==> config.mk <==
export PLATFORM = sky130hd
export DESIGN_NAME = irqagg_cascade
export DESIGN_NICKNAME = d
export VERILOG_FILES = /design/src/rtl/irqagg_pkg.sv /design/src/rtl/irqagg_sync.sv /design/src/rtl/irqagg_regs.sv /design/src/rtl/irqagg_cascade.sv
export SDC_FILE = /design/constraint.sdc
export NUM_CORES = 1
export LEC_CHECK = 0
export BUFFER_PORTS_ARGS = -buffer_cell sky130_fd_sc_hd__buf_2
export CORE_MARGIN = 2
export CORE_UTILIZATION = 49
export DETAILED_ROUTE_END_ITERATION = 10
export PLACE_DENSITY = 0.86
export SLEW_MARGIN = 20
export SYNTH_ARGS = -nofsm -noshare
export SYNTH_HDL_FRONTEND = slang
export SYNTH_HIERARCHICAL = 1
export SYNTH_SLANG_ARGS = --single-unit
==> constraint.sdc <==
create_clock -name clk_i -period 1.65 [get_ports clk_i]
set_clock_uncertainty 0.15 [all_clocks]
set_input_delay 0.33 -clock clk_i [delete_from_list [all_inputs] [get_ports clk_i]]
set_output_delay 0.33 -clock clk_i [all_outputs]
set_load 0.05 [all_outputs]
==> src/rtl/irqagg_pkg.sv <==
package irqagg_pkg;

   // Register selected by a bus access
   typedef enum logic [1:0] {
      SEL_NONE = 2'd0,
      SEL_STAT = 2'd1,
      SEL_MASK = 2'd2
   } irqagg_sel_e;

   // Word holding ones in the top NSRC bits of a WIDTH-bit word
   function automatic logic [63:0] top_field(input int unsigned width,
                                             input int unsigned nsrc);
      logic [63:0] f;
      f = '0;
      for (int unsigned b = 0; b < 64; b++)
         if (b < width && b >= width - nsrc) f[b] = 1'b1;
      return f;
   endfunction

endpackage

==> src/rtl/irqagg_sync.sv <==
module irqagg_sync #(
   parameter int unsigned NUM_SRC = 4,
   parameter int unsigned STAGES  = 2
) (
   input  logic               clk_i,
   input  logic               rst_ni,
   input  logic [NUM_SRC-1:0] d_i,
   output logic [NUM_SRC-1:0] q_o
);

   initial begin
      assert (STAGES >= 2) else $error("irqagg_sync: STAGES must be at least 2");
      assert (NUM_SRC >= 1) else $error("irqagg_sync: NUM_SRC must be at least 1");
   end

   logic [NUM_SRC-1:0] stage_q [STAGES];

   genvar s;
   generate
      for (s = 0; s < STAGES; s++) begin : g_stage
         if (s == 0) begin : g_first
            always_ff @(posedge clk_i or negedge rst_ni) begin
               if (!rst_ni) stage_q[0] <= '0;
               else         stage_q[0] <= d_i;
            end
         end else begin : g_next
            always_ff @(posedge clk_i or negedge rst_ni) begin
               if (!rst_ni) stage_q[s] <= '0;
               else         stage_q[s] <= stage_q[s-1];
            end
         end
      end
   endgenerate

   assign q_o = stage_q[STAGES-1];

   // Cycles since reset release, saturating
   logic [1:0] warm_q;
   always_ff @(posedge clk_i or negedge rst_ni) begin
      if (!rst_ni)             warm_q <= '0;
      else if (warm_q != 2'd3) warm_q <= warm_q + 2'd1;
   end

   generate
      if (STAGES == 2) begin : g_chk2
         assert_sync_delay_R1: assert property (@(posedge clk_i) disable iff (!rst_ni)
            (warm_q >= 2'd2) |-> (q_o == $past(d_i, 2)))
            else $error("R1: synchroniser output does not follow input after two edges");
      end
   endgenerate

endmodule

==> src/rtl/irqagg_regs.sv <==
module irqagg_regs
   import irqagg_pkg::*;
#(
   parameter int unsigned   DATA_W   = 32,
   parameter int unsigned   NUM_SRC  = 4,
   parameter int unsigned   ADDR_W   = 4,
   parameter int unsigned   STAT_OFS = 0,
   parameter int unsigned   MASK_OFS = 4,
   parameter logic [DATA_W-1:0] MASK_RST = 32'hFFF0_0000
) (
   input  logic               clk_i,
   input  logic               rst_ni,
   input  logic [NUM_SRC-1:0] src_lvl_i,
   input  logic [ADDR_W-1:0]  bus_addr_i,
   input  logic               bus_wr_i,
   input  logic [DATA_W-1:0]  bus_wdata_i,
   output logic [DATA_W-1:0]  bus_rdata_o,
   output logic [DATA_W-1:0]  status_o,
   output logic [DATA_W-1:0]  mask_o
);

   initial begin
      assert (NUM_SRC <= DATA_W) else $error("irqagg_regs: NUM_SRC exceeds DATA_W");
      assert (STAT_OFS != MASK_OFS) else $error("irqagg_regs: offsets collide");
      assert (MASK_OFS < (1 << ADDR_W) && STAT_OFS < (1 << ADDR_W))
         else $error("irqagg_regs: offset outside address range");
   end

   irqagg_sel_e sel;
   always_comb begin
      if      (bus_addr_i == ADDR_W'(STAT_OFS)) sel = SEL_STAT;
      else if (bus_addr_i == ADDR_W'(MASK_OFS)) sel = SEL_MASK;
      else                                      sel = SEL_NONE;
   end

   // Status: source n lands at bit DATA_W-1-n, other bits tie to zero
   genvar b;
   generate
      for (b = 0; b < DATA_W; b++) begin : g_stat
         if (b >= DATA_W - NUM_SRC) begin : g_src
            assign status_o[b] = src_lvl_i[DATA_W-1-b];
         end else begin : g_zero
            assign status_o[b] = 1'b0;
         end
      end
   endgenerate

   logic [DATA_W-1:0] mask_q;
   always_ff @(posedge clk_i or negedge rst_ni) begin
      if (!rst_ni)                          mask_q <= MASK_RST;
      else if (bus_wr_i && sel == SEL_MASK) mask_q <= bus_wdata_i;
   end
   assign mask_o = mask_q;

   always_comb begin
      unique case (sel)
         SEL_STAT: bus_rdata_o = status_o;
         SEL_MASK: bus_rdata_o = mask_q;
         default:  bus_rdata_o = '0;
      endcase
   end

   assert_mask_reset_R3: assert property (@(posedge clk_i) disable iff (!rst_ni)
      $rose(rst_ni) |-> (mask_q == MASK_RST))
      else $error("R3: mask not at reset value after reset release");

   assert_mask_load_R4: assert property (@(posedge clk_i) disable iff (!rst_ni)
      (bus_wr_i && bus_addr_i == ADDR_W'(MASK_OFS)) |=> (mask_q == $past(bus_wdata_i)))
      else $error("R4: mask did not load written data");

   assert_mask_hold_R4: assert property (@(posedge clk_i) disable iff (!rst_ni)
      !(bus_wr_i && bus_addr_i == ADDR_W'(MASK_OFS)) |=> $stable(mask_q))
      else $error("R4: mask changed without a mask write");

endmodule

==> src/rtl/irqagg_cascade.sv <==
module irqagg_cascade
   import irqagg_pkg::*;
#(
   parameter int unsigned   DATA_W      = 32,
   parameter int unsigned   NUM_SRC     = 4,
   parameter int unsigned   SYNC_STAGES = 2,
   parameter int unsigned   ADDR_W      = 4,
   parameter int unsigned   STAT_OFS    = 0,
   parameter int unsigned   MASK_OFS    = 4,
   parameter logic [DATA_W-1:0] MASK_RST = 32'hFFF0_0000,
   parameter bit            OUT_REG     = 1'b0
) (
   input  logic               clk_i,
   input  logic               rst_ni,
   input  logic [NUM_SRC-1:0] irq_i,
   input  logic [ADDR_W-1:0]  bus_addr_i,
   input  logic               bus_wr_i,
   input  logic [DATA_W-1:0]  bus_wdata_i,
   output logic [DATA_W-1:0]  bus_rdata_o,
   output logic               cascade_o
);

   localparam logic [63:0]       FIELD64   = top_field(DATA_W, NUM_SRC);
   localparam logic [DATA_W-1:0] SRC_FIELD = FIELD64[DATA_W-1:0];

   initial begin
      assert (DATA_W >= 8 && DATA_W <= 64) else $error("irqagg_cascade: DATA_W out of range");
      assert (NUM_SRC >= 1 && NUM_SRC <= DATA_W) else $error("irqagg_cascade: bad NUM_SRC");
   end

   logic [NUM_SRC-1:0] src_lvl;
   logic [DATA_W-1:0]  status_w;
   logic [DATA_W-1:0]  mask_w;
   logic               pend_any;

   irqagg_sync #(
      .NUM_SRC (NUM_SRC),
      .STAGES  (SYNC_STAGES)
   ) u_sync (
      .clk_i  (clk_i),
      .rst_ni (rst_ni),
      .d_i    (irq_i),
      .q_o    (src_lvl)
   );

   irqagg_regs #(
      .DATA_W   (DATA_W),
      .NUM_SRC  (NUM_SRC),
      .ADDR_W   (ADDR_W),
      .STAT_OFS (STAT_OFS),
      .MASK_OFS (MASK_OFS),
      .MASK_RST (MASK_RST)
   ) u_regs (
      .clk_i       (clk_i),
      .rst_ni      (rst_ni),
      .src_lvl_i   (src_lvl),
      .bus_addr_i  (bus_addr_i),
      .bus_wr_i    (bus_wr_i),
      .bus_wdata_i (bus_wdata_i),
      .bus_rdata_o (bus_rdata_o),
      .status_o    (status_w),
      .mask_o      (mask_w)
   );

   assign pend_any = |(status_w & ~mask_w & SRC_FIELD);

   generate
      if (OUT_REG) begin : g_out_reg
         logic casc_q;
         always_ff @(posedge clk_i or negedge rst_ni) begin
            if (!rst_ni) casc_q <= 1'b0;
            else         casc_q <= pend_any;
         end
         assign cascade_o = casc_q;
      end else begin : g_out_comb
         assign cascade_o = pend_any;
      end
   endgenerate

   generate
      if (!OUT_REG) begin : g_chk
         assert_all_blocked_R5: assert property (@(posedge clk_i) disable iff (!rst_ni)
            ((mask_w & SRC_FIELD) == SRC_FIELD) |-> !cascade_o)
            else $error("R5: cascade raised with every source masked");

         assert_idle_low_R7: assert property (@(posedge clk_i) disable iff (!rst_ni)
            (src_lvl == '0) |-> !cascade_o)
            else $error("R7: cascade raised with no source active");
      end
   endgenerate

endmodule

==> flow_summary.yaml <==
finish:
  diodes: 0
  syn2layout_area_growth_pct: 55.2
  num-nets-final: 255
  layout-drive-gt1-share: 0.812
power:
  p_per_area_nw_per_um2: 952
  ir_worst_vdd_mv: 0.745
  internal_power_mw: 2.16
  pwr-share-clk: 0.297
  power.share.switching: 0.235
  power.leakage_nw: 1.51
  share_comb_of_total_power: 0.225
  p_sw_mw: 0.664
  power_frac_seq: 0.478
logic_synthesis:
  synth.avg_cell_area_sq_um: 14.6
  synthesized_netlist_net_count: 174
  netlist_area_sq_um: 1910
  synth_warnings: 6
  syn_inst: 131
clocking:
  cts_htree_levels: 2
  ctsRootBufferMaster: "clkbuf_8"
  cts_sinks: 40
  path_clk_slew_ns: 0.07
  cts-buffers-inserted: 5
  clock_latency_ns: 0.27
  clk_path_buf_depth: 2
  tritoncts: "yes"
timing:
  layout_worst_path_cycle_share: 1.09
  layout_min_cycle_time_ns: 1.79
  finalSetupTns_ns: -4.07
  rsz_0062_raised_after_global_routing: "yes"
  final_max_slew_viol_count: 0
  setup_viols_final: 33
  timing_worst_slew_pin_value_ns: 0.235
  fmax_mhz: 558
  hold_viol: 0
  postLayoutSetupSlackWorst_ns: -0.143
  slew_headroom: 0.843
  timing.hold.ws_ns: 0.0163
routing:
  remaining_drc_errors: 0
  num_vias: 1273
  wl_per_cell_um: 16.5
  detailedRoute.firstIterationViolations: 40
  route.final.wire_length_um: 4320
  vias_per_cell: 4.88
  antenna_violation_net_count_after_detailed_routing: 0
  detail_route.first_pass.iterations: 4
floorplan:
  floorplan.rows: 22
  die-height_um: 66.4
  dieArea_sq_um: 4410
  core_region_area_sq_um: 3720
  die_width_um: 66.4
  io_pins: 76
  initial_core_util: 0.514
place:
  numPortBuffers: 75
  finalWeightedCongestion: 0.842
  detailedPlacementHpwl_um: 2600
global_routing:
  grt_first_pass_wirelength_um: 6490
  number_of_antenna_violations_at_the_first_check_in_global_routing: 0
  grt_pass1_vias: 1399
  overflow: 0
  grt_max_degree: 41
  globalRouteTotalUtil: 0.198
critical_path:
  timing.setup.critical_path_class: "input pin to output pin"
  critPathLaunch: "bus_addr_i[1]"
  timing.reg2reg.setup_slack_ns: 0.72
  end_point_of_the_critical_path: "bus_rdata_o[13]"
  critical_path_required_ns: 1.17
  startpoint_of_the_worst_register_to_register_path: "u_regs/mask_o[7]"
  timing.critical_path.arrival_ns: 1.31
  critical_path.reg2reg.endpoint: "u_regs/mask_o[7]"
  endpoint_kind: "output pin"
  cp-start-kind: "input pin"
  path_max_fanout: 7
  timing.reg2reg.worst_path_depth: 1
min_path:
  hp-start: "irq_i[1]"
  hold_depth: 1
  hp-class: "input pin to flip-flop"
run_status:
  failed_checks: "setup timing"
  outcome: "finished with violations"
job:
  cap_viol_max_count: 0
-- power groups by stage --
stage | combinational [mW] | sequential (mW) | clock (mW)
after floorplan | 0.446 | 1.31 | 0
after global placement | 0.540 | 1.34 | 0
after detailed placement | 0.555 | 1.35 | 0
after CTS | 0.608 | 1.34 | 0.858
after global routing | 0.667 | 1.38 | 0.905
final | 0.634 | 1.35 | 0.838
-- critical path, cell delays in order --
cell and delay, ns:
buf_8 0.10, nor4b_4 0.27, buf_6 0.17, clkbuf_16 0.15, and2_4 0.14, buf_8 0.14
-- how the worst min path moves through the flow --
| stage | slack, ns | end |
|---|---|---|
| after floorplan | -0.12 | u_regs/mask_o[0] |
| after global placement | 0.16 | u_sync/stage_q[5] |
| after detailed placement | 0.16 | u_regs/mask_o[18] |
| final | 0.02 | u_sync/stage_q[5] |
| after CTS | 0.001 | u_sync/stage_q[7] |
| after global routing | 0.002 | u_sync/stage_q[5] |
-- metal layers --
layer | vias to the layer above | wire length [um] | global-route usage
li1 | 584 | - | -
met1 | 634 | 1600 | 0.219
met2 | 45 | 2430 | 0.359
met3 | 10 | 183 | 0.0562
met4 | 0 | 106 | 0.0714
met5 | - | 0 | 0
-- registers in the layout, indices dropped and copies added (netlist names) --
name,flops
u_regs/mask_o,32
u_sync/q_o,4
u_sync/stage_q,4
-- layout make-up --
cell class	instances	area [sq um]
Sequential cell	40	1020
Clock inverter	1	30.0
Fill cell	216	753
Timing Repair Buffer	89	891
Tap cell	48	60.1
Inverter	1	3.75
Multi-Input combinational cell	75	866
Clock buffer	7	96.3
-- metrics by stage --
step	instances	instance area, sq um	util	setup slack (ns)	power, mW
after detailed placement	244	2370	0.639	-0.247	1.91
after global routing	261	2960	0.797	-0.169	2.95
after CTS	255	2810	0.755	-0.129	2.81
final	261	2960	0.797	-0.143	2.82
after global placement	244	2370	0.639	-0.217	1.88
after floorplan	131	2010	-	-0.0822	1.76
-- cell usage in the layout (no fill, tap or decap) --
cell	count
and2_4	28
buf_6	6
bufinv_16	1
dfstp_2	12
buf_8	29
inv_1	1
nand2b_4	1
o2111ai_2	1
nand2_4	1
dlygate4sd3_1	4
buf_12	3
dfrtp_1	28
mux2i_1	4
clkbuf_8	7
clkbuf_16	2
nor4b_4	1
nand2b_1	2
or3_1	1
mux2_4	30
buf_2	40
mux2_2	2
buf_4	5
nor2_2	4
-- timing repair --
action	in CTS	in global routing
pin swaps	0	9
gates cloned	0	3
hold endpoints to repair	30	1
setup buffers	0	2
gates resized for setup	83	23
setup endpoints to repair	33	33
hold buffers	3	1
Power figures use the tool's default switching activity.
